### src/rtl/lrt_pkg.sv
package lrt_pkg;

   typedef enum logic [1:0] {
      SQ_IDLE  = 2'd0,
      SQ_SEND  = 2'd1,
      SQ_DRAIN = 2'd2
   } seq_state_t;

   localparam int BITS_PER_FRAME = 10;

endpackage

### src/rtl/lrt_argmax.sv
module lrt_argmax #(
   parameter int NUM_CLASS = 10,
   parameter int LOGIT_W   = 8,
   parameter int CLS_W     = $clog2(NUM_CLASS)
) (
   input  logic [NUM_CLASS*LOGIT_W-1:0] bank_i,
   output logic [CLS_W-1:0]             win_o
);

   // Linear chain; a strict greater-than keeps the earlier index on ties
   for (genvar g = 0; g < NUM_CLASS; g++) begin : g_st
      logic signed [LOGIT_W-1:0] v;
      logic        [CLS_W-1:0]   ix;
      if (g == 0) begin : g_first
         assign v  = bank_i[LOGIT_W-1:0];
         assign ix = '0;
      end else begin : g_next
         logic signed [LOGIT_W-1:0] cand;
         logic                      take;
         assign cand = bank_i[g*LOGIT_W +: LOGIT_W];
         assign take = cand > g_st[g-1].v;
         assign v    = take ? cand : g_st[g-1].v;
         assign ix   = take ? CLS_W'(g) : g_st[g-1].ix;
      end
   end

   assign win_o = g_st[NUM_CLASS-1].ix;

endmodule

### src/rtl/lrt_uart_tx.sv
module lrt_uart_tx #(
   parameter int BIT_CYC = 868
) (
   input  logic       clk,
   input  logic       rst_n,
   input  logic [7:0] data_i,
   input  logic       valid_i,
   output logic       ready_o,
   output logic       txd_o
);

   localparam int CNT_W   = $clog2(BIT_CYC);
   localparam int LAST_BIT = lrt_pkg::BITS_PER_FRAME - 1;

   logic             active_q;
   logic [CNT_W-1:0] baud_q;
   logic [3:0]       bit_q;
   logic [8:0]       sh_q;
   logic             txd_q;
   logic             bit_end;

   assign bit_end = (baud_q == CNT_W'(BIT_CYC - 1));
   assign ready_o = !active_q;
   assign txd_o   = txd_q;

   always_ff @(posedge clk) begin
      if (!rst_n) begin
         active_q <= 1'b0;
         baud_q   <= '0;
         bit_q    <= '0;
         sh_q     <= '1;
         txd_q    <= 1'b1;
      end else if (!active_q) begin
         if (valid_i) begin
            active_q <= 1'b1;
            baud_q   <= '0;
            bit_q    <= '0;
            sh_q     <= {1'b1, data_i};
            txd_q    <= 1'b0;
         end
      end else if (bit_end) begin
         baud_q <= '0;
         if (bit_q == 4'(LAST_BIT)) begin
            active_q <= 1'b0;
         end else begin
            bit_q <= bit_q + 4'd1;
            txd_q <= sh_q[0];
            sh_q  <= {1'b1, sh_q[8:1]};
         end
      end else begin
         baud_q <= baud_q + CNT_W'(1);
      end
   end

endmodule

### src/rtl/lrt_seq.sv
module lrt_seq
   import lrt_pkg::*;
#(
   parameter int             NUM_CLASS = 10,
   parameter int             LOGIT_W   = 8,
   parameter int             CLS_W     = $clog2(NUM_CLASS),
   parameter logic [7:0]     HDR_BYTE  = 8'hBB,
   parameter logic [7:0]     TRL_BYTE  = 8'h66
) (
   input  logic                         clk,
   input  logic                         rst_n,
   input  logic                         start_i,
   input  logic [NUM_CLASS*LOGIT_W-1:0] logits_i,
   input  logic [CLS_W-1:0]             win_i,
   output logic [NUM_CLASS*LOGIT_W-1:0] bank_o,
   output logic                         busy_o,
   output logic [LOGIT_W-1:0]           byte_o,
   output logic                         byte_vld_o,
   input  logic                         byte_rdy_i
);

   localparam int NBYTES = NUM_CLASS + 3;
   localparam int IDX_W  = $clog2(NBYTES);

   seq_state_t                   st_q;
   logic [IDX_W-1:0]             idx_q;
   logic [NUM_CLASS*LOGIT_W-1:0] bank_q;
   logic                         accept;
   logic                         last;
   logic [LOGIT_W-1:0]           slot [NUM_CLASS];
   logic [CLS_W-1:0]             lsel;

   assign accept     = start_i && (st_q == SQ_IDLE);
   assign last       = (idx_q == IDX_W'(NBYTES - 1));
   assign byte_vld_o = (st_q == SQ_SEND) && byte_rdy_i;
   assign busy_o     = (st_q != SQ_IDLE);
   assign bank_o     = bank_q;

   always_ff @(posedge clk) begin
      if (!rst_n) begin
         st_q   <= SQ_IDLE;
         idx_q  <= '0;
         bank_q <= '0;
      end else begin
         case (st_q)
            SQ_IDLE: if (accept) begin
               bank_q <= logits_i;
               idx_q  <= '0;
               st_q   <= SQ_SEND;
            end
            SQ_SEND: if (byte_vld_o) begin
               if (last) st_q  <= SQ_DRAIN;
               else      idx_q <= idx_q + IDX_W'(1);
            end
            SQ_DRAIN: if (byte_rdy_i) st_q <= SQ_IDLE;
            default: st_q <= SQ_IDLE;
         endcase
      end
   end

   for (genvar g = 0; g < NUM_CLASS; g++) begin : g_slot
      assign slot[g] = bank_q[g*LOGIT_W +: LOGIT_W];
   end

   assign lsel = CLS_W'(idx_q - IDX_W'(2));

   always_comb begin
      if (idx_q == '0)              byte_o = HDR_BYTE;
      else if (idx_q == IDX_W'(1))  byte_o = LOGIT_W'(win_i);
      else if (last)                byte_o = TRL_BYTE;
      else                          byte_o = slot[lsel];
   end

endmodule

### src/rtl/logit_reply_tx.sv
module logit_reply_tx #(
   parameter int         CLK_HZ    = 100_000_000,
   parameter int         BAUD      = 115_200,
   parameter int         NUM_CLASS = 10,
   parameter int         LOGIT_W   = 8,
   parameter logic [7:0] HDR_BYTE  = 8'hBB,
   parameter logic [7:0] TRL_BYTE  = 8'h66
) (
   input  logic                         clk,
   input  logic                         rst_n,
   input  logic                         start_i,
   input  logic [NUM_CLASS*LOGIT_W-1:0] logits_i,
   output logic                         busy_o,
   output logic                         txd_o
);

   localparam int BIT_CYC = CLK_HZ / BAUD;
   localparam int CLS_W   = $clog2(NUM_CLASS);

   if (BIT_CYC < 2) begin : g_bad_rate
      $error("logit_reply_tx: CLK_HZ/BAUD must be at least 2");
   end
   if (LOGIT_W != 8) begin : g_bad_width
      $error("logit_reply_tx: scores must be byte wide");
   end
   if (NUM_CLASS < 2 || NUM_CLASS > 128) begin : g_bad_count
      $error("logit_reply_tx: NUM_CLASS out of range");
   end

   logic [NUM_CLASS*LOGIT_W-1:0] bank_q;
   logic [CLS_W-1:0]             win_idx;
   logic [LOGIT_W-1:0]           byte_dat;
   logic                         byte_vld;
   logic                         byte_rdy;

   lrt_argmax #(
      .NUM_CLASS (NUM_CLASS),
      .LOGIT_W   (LOGIT_W),
      .CLS_W     (CLS_W)
   ) u_argmax (
      .bank_i (bank_q),
      .win_o  (win_idx)
   );

   lrt_seq #(
      .NUM_CLASS (NUM_CLASS),
      .LOGIT_W   (LOGIT_W),
      .CLS_W     (CLS_W),
      .HDR_BYTE  (HDR_BYTE),
      .TRL_BYTE  (TRL_BYTE)
   ) u_seq (
      .clk        (clk),
      .rst_n      (rst_n),
      .start_i    (start_i),
      .logits_i   (logits_i),
      .win_i      (win_idx),
      .bank_o     (bank_q),
      .busy_o     (busy_o),
      .byte_o     (byte_dat),
      .byte_vld_o (byte_vld),
      .byte_rdy_i (byte_rdy)
   );

   lrt_uart_tx #(
      .BIT_CYC (BIT_CYC)
   ) u_tx (
      .clk     (clk),
      .rst_n   (rst_n),
      .data_i  (byte_dat),
      .valid_i (byte_vld),
      .ready_o (byte_rdy),
      .txd_o   (txd_o)
   );

endmodule

### config.mk
export PLATFORM = sky130hd
export DESIGN_NAME = logit_reply_tx
export DESIGN_NICKNAME = d
export VERILOG_FILES = /design/src/rtl/lrt_pkg.sv /design/src/rtl/lrt_argmax.sv /design/src/rtl/lrt_uart_tx.sv /design/src/rtl/lrt_seq.sv /design/src/rtl/logit_reply_tx.sv
export SDC_FILE = /design/constraint.sdc
export NUM_CORES = 1
export LEC_CHECK = 0
export ABC_CLOCK_PERIOD_IN_PS = 15500
export BUFFER_PORTS_ARGS = -buffer_cell sky130_fd_sc_hd__clkbuf_2
export CAP_MARGIN = 30
export CORE_ASPECT_RATIO = 0.75
export CORE_MARGIN = 2
export CORE_UTILIZATION = 30
export CTS_CLUSTER_DIAMETER = 60
export DETAILED_ROUTE_END_ITERATION = 8
export GPL_TIMING_DRIVEN = 0
export PLACE_DENSITY_LB_ADDON = 0.25
export SLEW_MARGIN = 40
export SYNTH_ARGS = -nofsm -noshare
export SYNTH_HDL_FRONTEND = slang
export SYNTH_SLANG_ARGS = --single-unit
export TNS_END_PERCENT = 10
### constraint.sdc
create_clock -name clk -period 15.5 [get_ports clk]
set_clock_uncertainty 0.2 [all_clocks]
set_input_delay 3.875 -clock clk [delete_from_list [all_inputs] [get_ports clk]]
set_output_delay 3.875 -clock clk [all_outputs]
set_load 0.02 [all_outputs]
# ---- Yosys cells after proc, flatten, opt, wreduce, memory -nomap -nowiden
# Index checks and enable logic that the tools add are counted.
dict set report word_totals {
  register_bits 111
}
dict set report op_classes {
  bitwise 1
  n_reduce_logical 12
  n_mux 51
  order_cmp 10
  eq_ne 13
  n_addsub 4
}
# cell count
set op_table {}
lappend op_table {{$mux W8} 13}
lappend op_table {{$gt A8 B8 Y1} 9}
lappend op_table {{$mux W4} 15}
lappend op_table {{$mux W9} 4}
lappend op_table {{$bmux W8 S4} 1}
lappend op_table {{$mux W10} 3}
lappend op_table {{$add A10 B1 Y10 const B} 1}
lappend op_table {{$eq A10 B10 Y1 const B} 1}
lappend op_table {{$ne A2 B2 Y1 const B} 5}
lappend op_table {{$mux W1} 9}
lappend op_table {{$add A4 B1 Y4 const B} 2}
lappend op_table {{$eq A4 B4 Y1 const B} 2}
lappend op_table {{$mux W2} 4}
lappend op_table {{$pmux W4 S2} 1}
lappend op_table {{$reduce_and A4 Y1} 2}
lappend op_table {{$pmux W2 S3} 1}
lappend op_table {{$reduce_bool A2 Y1} 3}
lappend op_table {{$ge A5 B5 Y1 const B} 1}
lappend op_table {{$not A4 Y5} 1}
lappend op_table {{$eq A4 B1 Y1 const B} 1}
lappend op_table {{$logic_not A4 Y1} 1}
lappend op_table {{$ne A2 B1 Y1 const B} 2}
lappend op_table {{$sub A4 B2 Y4 const B} 1}
lappend op_table {{$reduce_and A3 Y1} 1}
lappend op_table {{other kinds (6)} 7}

# ---- Logic depth before layout (Yosys ltp)
dict set report depth {
  ltp_word 22
  ltp_mapped 102
}

# ---- Modules after synthesis
# Synthesis repeated with hierarchy kept, for this count alone.
dict set report unflattened {
  hier_cells 1091
  hier_area_um2 8802.2
}
# module cells_per_inst seq_area_each_um2 instances area_each_um2
set by_module_without_submodules {}
lappend by_module_without_submodules {lrt_seq 479 1721.7 1 4174.0}
lappend by_module_without_submodules {lrt_argmax 459 0.0 1 3309.4}
lappend by_module_without_submodules {lrt_uart_tx 153 480.5 1 1318.8}

# ---- Least setup slack after synthesis
# OpenSTA, ideal clock, no wires.
dict set report synth_timing {
  path_type {reg2reg}
  startpoint {reg u_seq.bank_q[7], in the netlist u_seq.bank_o[7]}
  endpoint {reg u_tx.sh_q[1]}
  setup_slack_ns -1.410
  arrival_time_ns 16.641
  synth_period_minus_slack_ns 16.910
  t_required_ns 15.231
  setup_time_ns 0.069
  path_buffers 6
  stages_incl_launch_ff 97
  cell_sequence {dfxtp_1 -> inv_1 -> ha_1 -> buf_4 -> and4_4 -> o2111ai_2 -> a31oi_4 -> nand2_2 -> nand2_1 -> o21ai_0 -> ha_1 -> a21boi_0 -> mux2_2 -> nand3_1 -> o311a_1 -> and2_0 -> a21oi_1 -> a211oi_1 -> (+61 left out) -> nand2_1 -> a21oi_1 -> a311oi_1 -> ha_1 -> nor2b_1 -> o21a_1 -> o21ai_0 -> nand2b_1 -> a21oi_1 -> nor2b_1 -> o21ai_0 -> a21oi_1 -> a21oi_1 -> a21o_1 -> o31ai_1 -> a221oi_1 -> a21oi_1 -> o21ai_1}
}
dict set report synth_between {
  elab_chain_len 22
  elab_cells_between_ends 29
  cone_classes {order compare: 9; mux: 20}
}
# element line
set synth_lines {}
lappend synth_lines {{from (decl)} lrt_seq.sv:27} ;# logic [NUM_CLASS*LOGIT_W-1:0] bank_q;
lappend synth_lines {{from (signal assigned)} lrt_seq.sv:47} ;# bank_q <= logits_i;
lappend synth_lines {{$gt A8 B8 Y1} lrt_argmax.sv:21} ;# assign take = cand > g_st[g-1].v;
lappend synth_lines {{$mux W8 (*)} lrt_argmax.sv:22} ;# assign v = take ? cand : g_st[g-1].v;
lappend synth_lines {{$gt A8 B8 Y1} lrt_argmax.sv:21}
lappend synth_lines {{$mux W8} lrt_argmax.sv:22}
lappend synth_lines {{$gt A8 B8 Y1} lrt_argmax.sv:21}
lappend synth_lines {{$mux W8} lrt_argmax.sv:22}
lappend synth_lines {{$gt A8 B8 Y1} lrt_argmax.sv:21}
lappend synth_lines {{$mux W8} lrt_argmax.sv:22}
lappend synth_lines {{(+6 left out)} --}
lappend synth_lines {{$gt A8 B8 Y1} lrt_argmax.sv:21}
lappend synth_lines {{$mux W8} lrt_argmax.sv:22}
lappend synth_lines {{$gt A8 B8 Y1} lrt_argmax.sv:21}
lappend synth_lines {{$mux W4 (*)} lrt_argmax.sv:23} ;# assign ix = take ? CLS_W'(g) : g_st[g-1].ix;
lappend synth_lines {{$mux W8 (*)} lrt_seq.sv:69} ;# else if (idx_q == IDX_W'(1)) byte_o = LOGIT_W'(win_i);
lappend synth_lines {{$mux W8 (*)} lrt_seq.sv:68} ;# if (idx_q == '0) byte_o = HDR_BYTE;
lappend synth_lines {{$mux W9 (*)} lrt_uart_tx.sv:34} ;# if (valid_i) begin
lappend synth_lines {{$mux W9 (*)} lrt_uart_tx.sv:33} ;# end else if (!active_q) begin
lappend synth_lines {{to (signal assigned)} lrt_uart_tx.sv:38} ;# sh_q <= {1'b1, data_i};
lappend synth_lines {{to (signal assigned)} lrt_uart_tx.sv:48} ;# sh_q <= {1'b1, sh_q[8:1]};
lappend synth_lines {{to (decl)} lrt_uart_tx.sv:18} ;# logic [8:0] sh_q;
# Every way passes the cells marked *; elsewhere a longest branch is shown, timed or not. The select of a mux whose other input is x is not followed.
# A chain may end at the register's enable or synchronous reset.

# ---- Final worst setup path
dict set report layout_timing {
  startpoint {reg u_seq.bank_q[5], in the netlist u_seq.bank_o[5]}
  endpoint {reg u_tx.sh_q[3]}
}
dict set report layout_between {
  elab_chain_len 22
  elab_cells_between_ends 28
  cone_classes {order compare: 9; mux: 19}
}
# element line
set layout_lines {}
lappend layout_lines {{$gt A8 B8 Y1} lrt_argmax.sv:21}
lappend layout_lines {{$mux W8 (*)} lrt_argmax.sv:22}
lappend layout_lines {{$gt A8 B8 Y1} lrt_argmax.sv:21}
lappend layout_lines {{$mux W8 (*)} lrt_argmax.sv:22}
lappend layout_lines {{$gt A8 B8 Y1} lrt_argmax.sv:21}
lappend layout_lines {{$mux W8} lrt_argmax.sv:22}
lappend layout_lines {{$gt A8 B8 Y1} lrt_argmax.sv:21}
lappend layout_lines {{$mux W8} lrt_argmax.sv:22}
lappend layout_lines {{(+6 left out)} --}
lappend layout_lines {{$gt A8 B8 Y1} lrt_argmax.sv:21}
lappend layout_lines {{$mux W8} lrt_argmax.sv:22}
lappend layout_lines {{$gt A8 B8 Y1} lrt_argmax.sv:21}
lappend layout_lines {{$mux W4 (*)} lrt_argmax.sv:23}
lappend layout_lines {{$mux W8 (*)} lrt_seq.sv:69}
lappend layout_lines {{$mux W8 (*)} lrt_seq.sv:68}
lappend layout_lines {{$mux W9 (*)} lrt_uart_tx.sv:34}
lappend layout_lines {{$mux W9 (*)} lrt_uart_tx.sv:33}
# Marked as above.

==> out/metrics.yaml <==
status: "complete, but fails checks"
failed_checks: "setup timing"
holdCritStartpoint: "u_tx.txd_o"
hp-class: "flop to flop"
start_util: 0.304
synth_ff_type: "dfxtp_1"
clockBufferDepth: 2
io_pins: 85
rsz0062_at_grt: "true"
register_area_mm2: 0.00223
diodes: 0
fp.dieW_um: 198
postRouteWirelength_um: 28900
dr.pass1.iters: 5
clockRootBuffer: "clkbuf_16"
path_clk_slew_ns: 0.08
postRouteAntennaNets: 0
placementRows: 53
drv_slew: 0
cts_max_level: 3
hpwlAfterDp_um: 21800
drtIter0Drc: 511
path_buf_inv: 8
setup_viol: 4
die_h_um: 150
cp_max_fo: 8
r2r_slack_ns: -0.69
reg2reg_to: "u_tx.sh_q[3]"
routed-via-count: 8460
grt_use_total: 0.198
antenna_found_initial: 0
period_share: 1.04
synth_area_mm2: 0.00848
die-area_mm2: 0.0296
finalHoldViolCount: 0
synth_area_per_cell_um2: 7.91
clkSinkCount: 110
multiInputGateArea_mm2: 0.00667
fmax_mhz: 61.7
tns_ns: -2.56
globalplace.congestion: 0.876
grt_pass1_wl_um: 45100
final_common_cell: "nand2_1"
wl_per_cell_um: 17.6
area_delta_synth_final_pct: 33.4
ys_seq_elements: 110
min_to: "u_tx.txd_o"
min_period_ns: 16.19
vias_per_cell: 5.15
port-buffer-count: 83
clk_latency_ns: 0.38
syn-num-nets: 1222
cp.arrival_ns: 16.22
placed_area_mm2: 0.00956
core-area_mm2: 0.0279
most-common-layout-cells: "nand2_1 (206), dfxtp_1 (99), clkbuf_2 (86), buf_4 (86), a21boi_0 (81)"
max_stage_delay_ns: 0.47
drc_errors: 0
fillers: 2860
cp.required_ns: 15.53
maxCapViolations: 0
overflow: 0
holdPathStages: 2
ys.warnings.count: 0
grt_max_degree: 19
timing.final.ws_setup_ns: -0.695
critical-path-top-delay-family: "compound AO/OA/AOI/OAI gates"
endpoint_kind: "flop"
nets: 1403
post-route-cell-area_mm2: 0.0113
critPathLaunchType: "flop"
drive_gt1_frac: 0.299
cts_tree: "built"
synth.distinct_cells: 87
cp_slowest_cell: "or4b_4"
r2r_cells: 91
pre_cts_ws_ns: -2.26
yosysSeqAreaShare: 0.260
path_common_cell: "a21oi_2"
numCtsBuffers: 9
reg2reg_from: "u_seq.bank_o[5]"
async_flop_share: 0
critPathKind: "flop to flop"
synth_edf_count: 0
grt_pass1_vias: 8088
tightest_slew_ns: 0.831
maxSlewHeadroom: 0.446
synth_cells: 1071
logic make-up (layout without fill, tap and decap cells):
| kind of cell | Yosys count | after routing | share of synthesized area |
|---|---|---|---|
| compound gates | 300 | 300 | 0.256 |
| xor+xnor | 14 | 14 | 0.0145 |
| fa+ha+maj | 71 | 71 | 0.104 |
| buf+inv | 114 | 300 | 0.0537 |
| flops | 110 | 110 | 0.260 |
| mux | 57 | 57 | 0.0927 |
| simple gates | 405 | 405 | 0.219 |
registers in the layout (all words and copies together), names as in the netlist:
name / flops
u_seq.idx_q: 4
u_tx.baud_q: 10
u_tx.sh_q: 8
u_seq.st_q: 2
u_tx.bit_q: 4
u_tx.txd_o: 1
u_tx.active_q: 1
u_seq.bank_o: 80
per-layer routing:
layer	vias to the layer above	global-route usage	wire length, µm
met4	0	0.0711	823
met5	-	0	0
li1	4204	-	-
met1	3999	0.290	14600
met3	47	0.0381	1630
met2	210	0.287	11900
synthesized netlist by cell type (all sizes together) (8+ instances only):
library cell / count / area [µm²]
mux2: 9 / 105
o21ai: 54 / 270
o211ai: 8 / 60.1
mux2i: 32 / 320
and3: 12 / 75.1
nor2b: 22 / 138
nand2b: 9 / 56.3
a21o: 10 / 75.1
dfxtp: 110 / 2200
xnor2: 11 / 96.3
ha: 68 / 851
nand2: 219 / 825
mux4: 16 / 360
o31ai: 10 / 88.8
nand4: 8 / 56.3
a21oi: 54 / 278
and2: 22 / 140
inv: 57 / 214
a211oi: 9 / 77.6
a22oi: 9 / 72.6
nand3: 22 / 110
clkbuf: 50 / 188
nor2: 60 / 238
a21boi: 83 / 623
worst min-delay path, cell delays in order, from the launching register on:
cell and delay [ns]:
dfxtp_1 0.32, nand2_1 0.05, nand3_1 0.06
worst max path at each step:
stage                          startpoint      endpoint  cells past startpoint
final                     u_seq.bank_o[5]  u_tx.sh_q[3]                     91
after global routing      u_seq.bank_o[5]  u_tx.sh_q[1]                     93
after CTS                 u_seq.bank_o[7]  u_tx.sh_q[1]                     94
after detailed placement  u_seq.bank_o[7]  u_tx.sh_q[1]                     97
after global placement    u_seq.bank_o[7]  u_tx.sh_q[1]                     95
after floorplan           u_seq.bank_o[7]  u_tx.sh_q[1]                     98
stage by stage:
stage               utilization  cells  hold WS [ns]
finish                    0.405   1642         0.277
CTS                       0.391   1624         0.276
global placement          0.342   1539         0.245
detailed placement        0.343   1539         0.255
global route              0.405   1642         0.313
floorplan                     -   1071         0.232
timing repair:
action                                  in CTS  in global routing
hold buffers                                 0                  0
setup buffers                               69                 19
hold endpoints to repair                     0                  0
endpoints found under the setup margin       4                  4
gates cloned                                 2                  0
gates resized for setup                    120                 59
pin swaps                                   59                 72
cell type report:
cell class | instances | share of cell area
Buffer | 54 | 0.0253
Clock buffer | 12 | 0.0227
Clock inverter | 4 | 0.00321
Inverter | 57 | 0.0189
Multi-Input combinational cell | 847 | 0.590
Sequential cell | 110 | 0.197
Tap cell | 385 | 0.0426
Timing Repair Buffer | 173 | 0.100
Power is not shown: default switching activity piles up to over one toggle a cycle in this logic, so the estimate is an artifact.
